`src/rtl/dpu_pkg.sv`:
```
package dpu_pkg;

    typedef enum logic {
        PS_IDLE   = 1'b0,
        PS_SECOND = 1'b1
    } pipe_state_e;

    localparam int PIPE_FP    = 0;
    localparam int PIPE_MX    = 1;
    localparam int NUM_PIPES  = 2;

endpackage

```
`src/rtl/dpu_rr_arb.sv`:
```
module dpu_rr_arb #(
    parameter int N     = 8,
    parameter int WID_W = 3
) (
    input  logic [N-1:0]     elig,
    input  logic [WID_W-1:0] start_ptr,
    output logic             gnt_vld,
    output logic [WID_W-1:0] gnt_wid
);

    // Search begins at start_ptr and wraps; the first eligible entry wins.
    always_comb begin
        gnt_vld = 1'b0;
        gnt_wid = '0;
        for (int k = 0; k < N; k++) begin
            int idx;
            idx = int'(start_ptr) + k;
            if (idx >= N) begin
                idx = idx - N;
            end
            if (!gnt_vld && elig[idx]) begin
                gnt_vld = 1'b1;
                gnt_wid = idx[WID_W-1:0];
            end
        end
    end

endmodule

```
`src/rtl/dpu_steer.sv`:
```
module dpu_steer
    import dpu_pkg::*;
(
    input  logic                 gnt_vld,
    input  logic                 gnt_int,
    input  logic [NUM_PIPES-1:0] pipe_free,
    input  logic                 last_pipe,
    output logic [NUM_PIPES-1:0] pipe_start
);

    always_comb begin
        pipe_start = '0;
        if (gnt_vld) begin
            if (gnt_int) begin
                pipe_start[PIPE_MX] = 1'b1;
            end else if (pipe_free[PIPE_FP] && pipe_free[PIPE_MX]) begin
                // both open: alternate away from the previous target
                if (last_pipe) begin
                    pipe_start[PIPE_FP] = 1'b1;
                end else begin
                    pipe_start[PIPE_MX] = 1'b1;
                end
            end else if (pipe_free[PIPE_FP]) begin
                pipe_start[PIPE_FP] = 1'b1;
            end else begin
                pipe_start[PIPE_MX] = 1'b1;
            end
        end
    end

endmodule

```
`src/rtl/dpu_pipe_ctrl.sv`:
```
module dpu_pipe_ctrl
    import dpu_pkg::*;
#(
    parameter int WID_W = 3,
    parameter int LANES = 16
) (
    input  logic               clk,
    input  logic               rst,
    input  logic               start,
    input  logic [WID_W-1:0]   start_wid,
    input  logic [2*LANES-1:0] start_mask,
    output logic               busy,
    output logic               vld,
    output logic               hi,
    output logic [WID_W-1:0]   wid,
    output logic [LANES-1:0]   mask
);

    pipe_state_e          state_q;
    pipe_state_e          state_d;
    logic [WID_W-1:0]     wid_q;
    logic [LANES-1:0]     upper_q;

    always_comb begin
        state_d = state_q;
        unique case (state_q)
            PS_IDLE:   state_d = start ? PS_SECOND : PS_IDLE;
            PS_SECOND: state_d = PS_IDLE;
        endcase
    end

    always_ff @(posedge clk) begin
        if (rst) begin
            state_q <= PS_IDLE;
            wid_q   <= '0;
            upper_q <= '0;
        end else begin
            state_q <= state_d;
            if (start) begin
                wid_q   <= start_wid;
                upper_q <= start_mask[2*LANES-1:LANES];
            end
        end
    end

    always_comb begin
        vld  = 1'b0;
        hi   = 1'b0;
        wid  = '0;
        mask = '0;
        unique case (state_q)
            PS_IDLE: begin
                if (start) begin
                    vld  = 1'b1;
                    wid  = start_wid;
                    mask = start_mask[LANES-1:0];
                end
            end
            PS_SECOND: begin
                vld  = 1'b1;
                hi   = 1'b1;
                wid  = wid_q;
                mask = upper_q;
            end
        endcase
    end

    assign busy = (state_q == PS_SECOND);

endmodule

```
`src/rtl/half_warp_dispatch.sv`:
```
module half_warp_dispatch
    import dpu_pkg::*;
#(
    parameter int NUM_WARPS    = 8,
    parameter int WARP_THREADS = 32,
    localparam int WID_W       = (NUM_WARPS > 1) ? $clog2(NUM_WARPS) : 1,
    localparam int LANES       = WARP_THREADS / 2
) (
    input  logic                            clk,
    input  logic                            rst,
    input  logic [NUM_WARPS-1:0]            req_valid,
    input  logic [NUM_WARPS-1:0]            req_int,
    input  logic [NUM_WARPS*WARP_THREADS-1:0] req_mask,
    input  logic                            fp_stall,
    input  logic                            mx_stall,
    output logic [NUM_WARPS-1:0]            issue_ack,
    output logic                            fp_vld,
    output logic                            fp_hi,
    output logic [WID_W-1:0]                fp_wid,
    output logic [LANES-1:0]                fp_mask,
    output logic                            mx_vld,
    output logic                            mx_hi,
    output logic [WID_W-1:0]                mx_wid,
    output logic [LANES-1:0]                mx_mask,
    output logic                            mx_is_int
);

    logic [WID_W-1:0]        rr_ptr_q;
    logic                    last_pipe_q;
    logic                    mx_int_q;

    logic [NUM_PIPES-1:0]    stall_vec;
    logic [NUM_PIPES-1:0]    pipe_busy;
    logic [NUM_PIPES-1:0]    pipe_free;
    logic [NUM_PIPES-1:0]    pipe_start;
    logic [NUM_PIPES-1:0]    pipe_vld;
    logic [NUM_PIPES-1:0]    pipe_hi;
    logic [WID_W-1:0]        pipe_wid  [NUM_PIPES];
    logic [LANES-1:0]        pipe_mask [NUM_PIPES];

    logic [NUM_WARPS-1:0]    elig;
    logic                    gnt_vld;
    logic [WID_W-1:0]        gnt_wid;
    logic                    gnt_int;
    logic [WARP_THREADS-1:0] gnt_mask;

    assign stall_vec = {mx_stall, fp_stall};
    assign pipe_free = ~pipe_busy & ~stall_vec;

    // a warp competes only when some pipe able to run its class is open
    always_comb begin
        for (int w = 0; w < NUM_WARPS; w++) begin
            elig[w] = req_valid[w] && !rst &&
                      (req_int[w] ? pipe_free[PIPE_MX] : (|pipe_free));
        end
    end

    dpu_rr_arb #(
        .N     (NUM_WARPS),
        .WID_W (WID_W)
    ) u_arb (
        .elig      (elig),
        .start_ptr (rr_ptr_q),
        .gnt_vld   (gnt_vld),
        .gnt_wid   (gnt_wid)
    );

    assign gnt_int  = req_int[gnt_wid];
    assign gnt_mask = req_mask[gnt_wid*WARP_THREADS +: WARP_THREADS];

    dpu_steer u_steer (
        .gnt_vld    (gnt_vld),
        .gnt_int    (gnt_int),
        .pipe_free  (pipe_free),
        .last_pipe  (last_pipe_q),
        .pipe_start (pipe_start)
    );

    for (genvar p = 0; p < NUM_PIPES; p++) begin : g_pipe
        dpu_pipe_ctrl #(
            .WID_W (WID_W),
            .LANES (LANES)
        ) u_pipe (
            .clk        (clk),
            .rst        (rst),
            .start      (pipe_start[p]),
            .start_wid  (gnt_wid),
            .start_mask (gnt_mask),
            .busy       (pipe_busy[p]),
            .vld        (pipe_vld[p]),
            .hi         (pipe_hi[p]),
            .wid        (pipe_wid[p]),
            .mask       (pipe_mask[p])
        );
    end

    always_ff @(posedge clk) begin
        if (rst) begin
            rr_ptr_q    <= '0;
            last_pipe_q <= 1'b1;
            mx_int_q    <= 1'b0;
        end else begin
            if (gnt_vld) begin
                if (int'(gnt_wid) == NUM_WARPS - 1) begin
                    rr_ptr_q <= '0;
                end else begin
                    rr_ptr_q <= gnt_wid + 1'b1;
                end
                last_pipe_q <= pipe_start[PIPE_MX];
            end
            if (pipe_start[PIPE_MX]) begin
                mx_int_q <= gnt_int;
            end
        end
    end

    always_comb begin
        issue_ack = '0;
        if (gnt_vld) begin
            issue_ack[gnt_wid] = 1'b1;
        end
    end

    assign fp_vld    = pipe_vld[PIPE_FP];
    assign fp_hi     = pipe_hi[PIPE_FP];
    assign fp_wid    = pipe_wid[PIPE_FP];
    assign fp_mask   = pipe_mask[PIPE_FP];
    assign mx_vld    = pipe_vld[PIPE_MX];
    assign mx_hi     = pipe_hi[PIPE_MX];
    assign mx_wid    = pipe_wid[PIPE_MX];
    assign mx_mask   = pipe_mask[PIPE_MX];
    assign mx_is_int = pipe_busy[PIPE_MX] ? mx_int_q
                                          : (pipe_start[PIPE_MX] & gnt_int);

endmodule

```
`config.mk`:
```
export PLATFORM = sky130hd
export DESIGN_NAME = half_warp_dispatch
export DESIGN_NICKNAME = d
export VERILOG_FILES = /design/src/rtl/dpu_pkg.sv /design/src/rtl/dpu_rr_arb.sv /design/src/rtl/dpu_steer.sv /design/src/rtl/dpu_pipe_ctrl.sv /design/src/rtl/half_warp_dispatch.sv
export SDC_FILE = /design/constraint.sdc
export NUM_CORES = 1
export LEC_CHECK = 0
export BUFFER_PORTS_ARGS = -buffer_cell sky130_fd_sc_hd__buf_2
export CAP_MARGIN = 20
export CELL_PAD_IN_SITES_DETAIL_PLACEMENT = 0
export CELL_PAD_IN_SITES_GLOBAL_PLACEMENT = 2
export CORE_MARGIN = 8
export CORE_UTILIZATION = 25
export DETAILED_ROUTE_END_ITERATION = 8
export PLACE_DENSITY_LB_ADDON = 0.1
export SLEW_MARGIN = 20
export SYNTH_ARGS = -nofsm -noshare
export SYNTH_HDL_FRONTEND = slang
export SYNTH_SLANG_ARGS = --single-unit
```
`constraint.sdc`:
```
create_clock -name clk -period 5.1 [get_ports clk]
set_input_delay 0.765 -clock clk [delete_from_list [all_inputs] [get_ports clk]]
set_output_delay 0.765 -clock clk [all_outputs]
set_load 0.005 [all_outputs]
```
## Yosys cells after proc, flatten, opt, wreduce, memory -nomap -nowiden

Index checks and enable logic that the tools add are counted.

| word-level totals | value |
|---|---|
| bits in registers | 45 |
| bits of input ports | 276 |
| output and inout port bits | 51 |
| word-level logic and storage cells | 172 |

| operators by class | value |
|---|---|
| add/sub/neg operators | 16 |
| order comparisons | 18 |
| eq/ne operators | 1 |
| shift operators | 1 |
| muxes and demuxes | 87 |
| bitwise logic cells | 6 |
| reduce and logical (&&, ||, !) cells | 34 |

Operators by type and width:

| cell | number |
|---|---|
| $lt 32x5->1 const B | 8 |
| $mux 32 | 8 |
| $shiftx 256x9->32 | 1 |
| $ge 32x5->1 const B | 7 |
| $sub 32x5->32 const B | 7 |
| $pmux 16 s2 | 2 |
| $mux 1 | 45 |
| $mux 3 | 11 |
| $mux 16 | 2 |
| $bmux 1 s3 | 9 |
| $logic_and 1x1->1 | 25 |
| $add 3x3->4 const B | 4 |
| $pmux 3 s2 | 2 |
| $add 3x2->4 const B | 2 |
| $logic_not 1->1 | 8 |
| $mux 8 | 1 |
| $pmux 1 s2 | 4 |
| $sub 3x4->5 const B | 1 |
| $add 3x1->4 const B | 1 |
| $ge 3x4->1 const B | 1 |
| $lt 3x4->1 const B | 1 |
| $mux 2 | 2 |
| $not 2->2 | 2 |
| $add 3x1->3 const B | 1 |
| other kinds (7) | 8 |

## Longest topological paths before layout

| depth | value |
|---|---|
| depth in word-level cells | 36 |
| mapped depth | 19 |
| gate-level depth less buffers | 15 |

## Hierarchy

From an unflattened synthesis, not the netlist that was laid out.

| second synthesis, totals | value |
|---|---|
| cells, all modules | 663 |
| area, all modules | 5592.9 µm² |

Modules (own cells, without submodules):

| module | instances | cells an instance | area an instance (µm²) | sequential area each (µm²) |
|---|---|---|---|---|
| half_warp_dispatch | 1 | 361 | 2748.9 | 100.1 |
| dpu_pipe_ctrl | 2 | 96 | 913.4 | 400.4 |
| dpu_rr_arb | 1 | 105 | 980.9 | 0.0 |
| dpu_steer | 1 | 5 | 36.3 | 0.0 |

## Worst setup path before layout

OpenSTA, ideal clock, no wires.

| timing path | value |
|---|---|
| path kind | input to output |
| start point | input port fp_stall |
| end point | output port fp_mask[15] |
| arrival | 3740 ps |
| data required time | 4335 ps |
| slack | 595 ps |
| stages | 14 |
| path buffers | 3 |
| cells stage by stage | buf_6 o32ai_1 and2_0 mux4_2 a211oi_4 and4b_4 a32oi_1 nand2_1 buf_2 buf_2 mux2i_1 mux2i_1 mux2_2 a22o_1 |

| on the way | value |
|---|---|
| longest elaborated chain between the ends | 36 |
| elaborated cells between the ends (all ways) | 83 |
| classes of those cells | shift: 1; mux: 56; bitwise: 2; reduce/logical: 24 |

Ends and longest elaborated chain:

| what | line | source |
|---|---|---|
| start, declared | half_warp_dispatch.sv:14 | `input logic fp_stall,` |
| $not 2->2 (*) | half_warp_dispatch.sv:48 | `assign pipe_free = ~pipe_busy & ~stall_vec;` |
| $and 2x2->2 (*) | half_warp_dispatch.sv:48 |  |
| branches (longest 32 deep; another with $bmux 1 s3) | - |  |
| $mux 16 (*) | dpu_pipe_ctrl.sv:53 | `if (start) begin` |
| $pmux 16 s2 (*) | dpu_pipe_ctrl.sv:51 | `unique case (state_q)` |
| end, declared | half_warp_dispatch.sv:20 | `output logic [LANES-1:0] fp_mask,` |

Mark *: on every way between the ends. The select of a mux whose other input is x is not followed.

## Final worst setup path

| timing path | value |
|---|---|
| start point | input port mx_stall |
| end point | output port mx_mask[13] |

| on the way | value |
|---|---|
| longest elaborated chain between the ends | 36 |
| elaborated cells between the ends (all ways) | 82 |
| classes of those cells | shift: 1; mux: 55; bitwise: 2; reduce/logical: 24 |

Ends and longest elaborated chain:

| what | line | source |
|---|---|---|
| start, declared | half_warp_dispatch.sv:15 | `input logic mx_stall,` |
| $not 2->2 (*) | half_warp_dispatch.sv:48 |  |
| $and 2x2->2 (*) | half_warp_dispatch.sv:48 |  |
| branches (longest 32 deep; another with $bmux 1 s3) | - |  |
| $mux 16 (*) | dpu_pipe_ctrl.sv:53 |  |
| $pmux 16 s2 (*) | dpu_pipe_ctrl.sv:51 |  |
| end, declared | half_warp_dispatch.sv:24 | `output logic [LANES-1:0] mx_mask,` |

Marks and branches as above.

==> impl_metrics.ini <==
[status]
status = completed

[power]
p_int_mw = 3.79
comb_power_share = 0.869
clockPowerShare = 0.050
power_leakage_nw = 3.97
p_seq_frac = 0.081
p_sw_mw = 3.65
ir_worst_vdd_mv = 0.409
sw_frac_of_total = 0.491
powerDensity_mw_per_mm2 = 866

[cells_and_area]
drive_above_1_share = 0.465
stdcell_count = 1343
fin_util = 0.369
final_nets = 1299
syn_to_final_growth_pct = 46.5

[worst_setup_path]
end_kind = primary output
worstSetupPathType = in2out
crit_path_max_incr_delay_ns = 0.53
arrival_ns = 4.14
cp_top_family = multiplexers
cp-start-kind = input pin
rr_endpoint = g_pipe[0].u_pipe.upper_q[3]
r2r_slack_ns = 0.87
cp.required_ns = 4.34
ff2ff_path_depth = 13
path_buf_inv = 5
cp_slowest_cell = mux4_2
cp_cell_sequence = buf_6 -> o32ai_2 -> and2_0 -> mux4_2 -> a211oi_4 -> and4b_4 -> a32oi_1 -> buf_4 -> nand2_8 -> buf_4 -> mux2i_1 -> buf_4 -> mux2i_1 -> mux2_2 -> a22o_1 -> buf_2
crit_path_frequent_cell = buf_4
cp_max_fo = 14
r2r-start = g_pipe[0].u_pipe.busy

[synth]
syn_area_mm2 = 0.00586
synth_top_area_frac = 0.382
async_flop_share = 0
synthCells = 669
yosysSeqAreaShare = 0.154
synth_edf_count = 0
syn-num-nets = 948
yosys-top-cells-count = 224 x mux2i_1, 62 x nand2_1, 45 x dfxtp_1, 35 x a22o_1, 31 x buf_2
synth_warnings = 0
yosysUniqueCellTypes = 68
yosys_most_used_dff = dfxtp_1
yosys-top-cells-area = mux2i_1 38%, dfxtp_1 15%, a22o_1 5.2%
synth-seq-cells = 45
synth.largest_area_cell = mux2i_1
avgSynthCellArea_um2 = 8.76
synth.most_common_cell = mux2i_1

[sta]
timing.final.hold_violations = 0
rsz0062_at_grt = false
fin_skew_ns = 0.00543
worst_slack_ns = 0.196
min_period_ns = 4.90
max_freq_mhz = 204
timing.final.crit_share = 0.962
max_slew_margin = 0.445
maxSlewViolCount = 0
worstMarginPinSlew_ns = 0.826
setup_viol = 0
tns_ns = 0

[hold_path]
hold_end = g_pipe[1].u_pipe.upper_q[13]
holdCritStartpoint = g_pipe[1].u_pipe.upper_q[13]
hold_depth = 2
hold_class = reg2reg

[global_routing]
grt_usage = 0.182
grt_max_degree = 66
antenna_found_initial = 3
grt_pass1_wl_mm = 40.6
grt_overflow = 0
first_global_vias = 6874

[run]
max_cap_viol_count = 0

[route]
drc = 0
wl_per_cell_um = 20.4
routed_wl_mm = 27.4
antenna_left = 0
drt-initial-drc-count = 330
vias_per_cell = 4.95
dr.pass1.iters = 4
route.vias.total = 6646

[clock_tree]
clock_path_buffers = 2
clk_latency_ns = 0.29
cts_tree = done
h-tree-depth = 2
cts-buffers-inserted = 5
cts.sinks = 45
cts_hold_buffers = 0
clk_pin_slew_ns = 0.06
clockRootBuffer = clkbuf_16

[place]
dpl.cell_count = 1331
routabilityCongestion = 0.888
place_hpwl_mm = 22.8
place_ws_ns = -0.0865
io_buffers = 326

[floorplan]
io_pins = 327
die_area_mm2 = 0.0286
die_width_um = 169
initial_core_util = 0.252
placementRows = 56
die_height_um = 169
coreArea_mm2 = 0.0233
## per-stage QoR
step                      instance area, um^2  total power, mW  hold slack (ns)
after floorplan                          5860             4.81            0.439
after detailed placement                 8270             7.12            0.455
final                                    8590             7.44            0.463
after global placement                   8270             7.14            0.449
after global routing                     8590             8.07            0.478
after CTS                                8460             7.53            0.464
## layout by cell type, fill, tap and decap left out, types with 4 or more instances in the layout
| master | n |
|---|---|
| nor3_1 | 21 |
| o211ai_1 | 5 |
| buf_4 | 67 |
| buf_2 | 324 |
| nand2_1 | 61 |
| o32a_1 | 4 |
| nand3_1 | 14 |
| a21oi_1 | 8 |
| mux2i_1 | 224 |
| nor2_1 | 20 |
| dfxtp_1 | 42 |
| clkbuf_16 | 5 |
| a211oi_2 | 10 |
| nand2b_1 | 5 |
| mux4_2 | 4 |
| nor2b_1 | 4 |
| a211oi_1 | 14 |
| o21ai_0 | 15 |
| inv_1 | 6 |
| o22ai_1 | 9 |
| buf_6 | 4 |
| a22o_1 | 34 |
| o22a_1 | 4 |
| mux2_2 | 16 |
| buf_12 | 9 |
| and2_1 | 6 |
| o32ai_2 | 6 |
## sequential cells by signal, indices dropped and copies added, names as in the netlist
| signal | flops |
|---|---|
| g_pipe.u_pipe.busy | 2 |
| g_pipe.u_pipe.upper_q | 32 |
| g_pipe.u_pipe.wid_q | 6 |
| last_pipe_q | 1 |
| mx_int_q | 1 |
| rr_ptr_q | 3 |
## layout make-up
cell class                 count  area, um^2
timing repair buffer         404        2350
antenna                        3        7.51
sequential                    45         907
clock inverter                 2        38.8
fill                        2568       14700
inverter                      10        45.0
multi-input combinational    554        4710
tap                          319         399
clock buffer                   6         129
## repair_timing
action | CTS | global route
pin swaps | 2 | 4
buffers inserted | 1 | 0
gates resized for setup | 3 | 27
endpoints found under the setup margin | 19 | 45
## metal layers
metal | wire [um] | track usage | vias up
li1 | - | - | 3296
met1 | 10600 | 0.202 | 3152
met2 | 14800 | 0.349 | 181
met3 | 1590 | 0.0382 | 17
met4 | 327 | 0.0331 | 0
met5 | 0 | 0 | -
## worst max-delay path by stage
stage | startpoint | endpoint | slack (ns) | cells past startpoint
6_report | mx_stall | mx_mask[13] | 0.20 | 16
5_1_grt | mx_stall | mx_mask[0] | 0.01 | 16
4_1_cts | rr_ptr_q[1] | fp_wid[2] | 0.006 | 18
3_5_place_dp | mx_stall | mx_mask[0] | -0.09 | 16
3_3_place_gp | mx_stall | mx_mask[0] | -0.08 | 16
2_1_floorplan | fp_stall | fp_mask[15] | 0.60 | 14
## cells by family after synthesis
logic type,Yosys count,share of synthesized area
buffers and inverters,70,0.0621
muxes,244,0.429
AOI/OAI and AO/OA,155,0.225
adders and majority gates,3,0.00640
DFF,45,0.154
and+or+nand+nor,147,0.116
xor gates and xnor gates,5,0.00747
## worst reg2reg max path, cell delays in order (launching register included)
cell and delay [ns]:
dfxtp_2 0.53, o32ai_2 0.17, and2_0 0.19, mux4_2 0.53
a211oi_4 0.37, and4b_4 0.32, nand2_1 0.08, a32o_2 0.31
inv_4 0.10, buf_12 0.25, buf_4 0.52, mux2i_1 0.34
mux2i_1 0.18, a211oi_1 0.26
## power by group through the flow
stage / clock network (mW) / registers, mW / logic (mW)
after global placement: 0 / 0.600 / 6.53
after CTS: 0.385 / 0.591 / 6.56
after floorplan: 0 / 0.550 / 4.26
after global routing: 0.403 / 0.617 / 7.05
final: 0.373 / 0.600 / 6.47
after detailed placement: 0 / 0.599 / 6.53
Note: power is estimated with default switching activity, not from simulation.
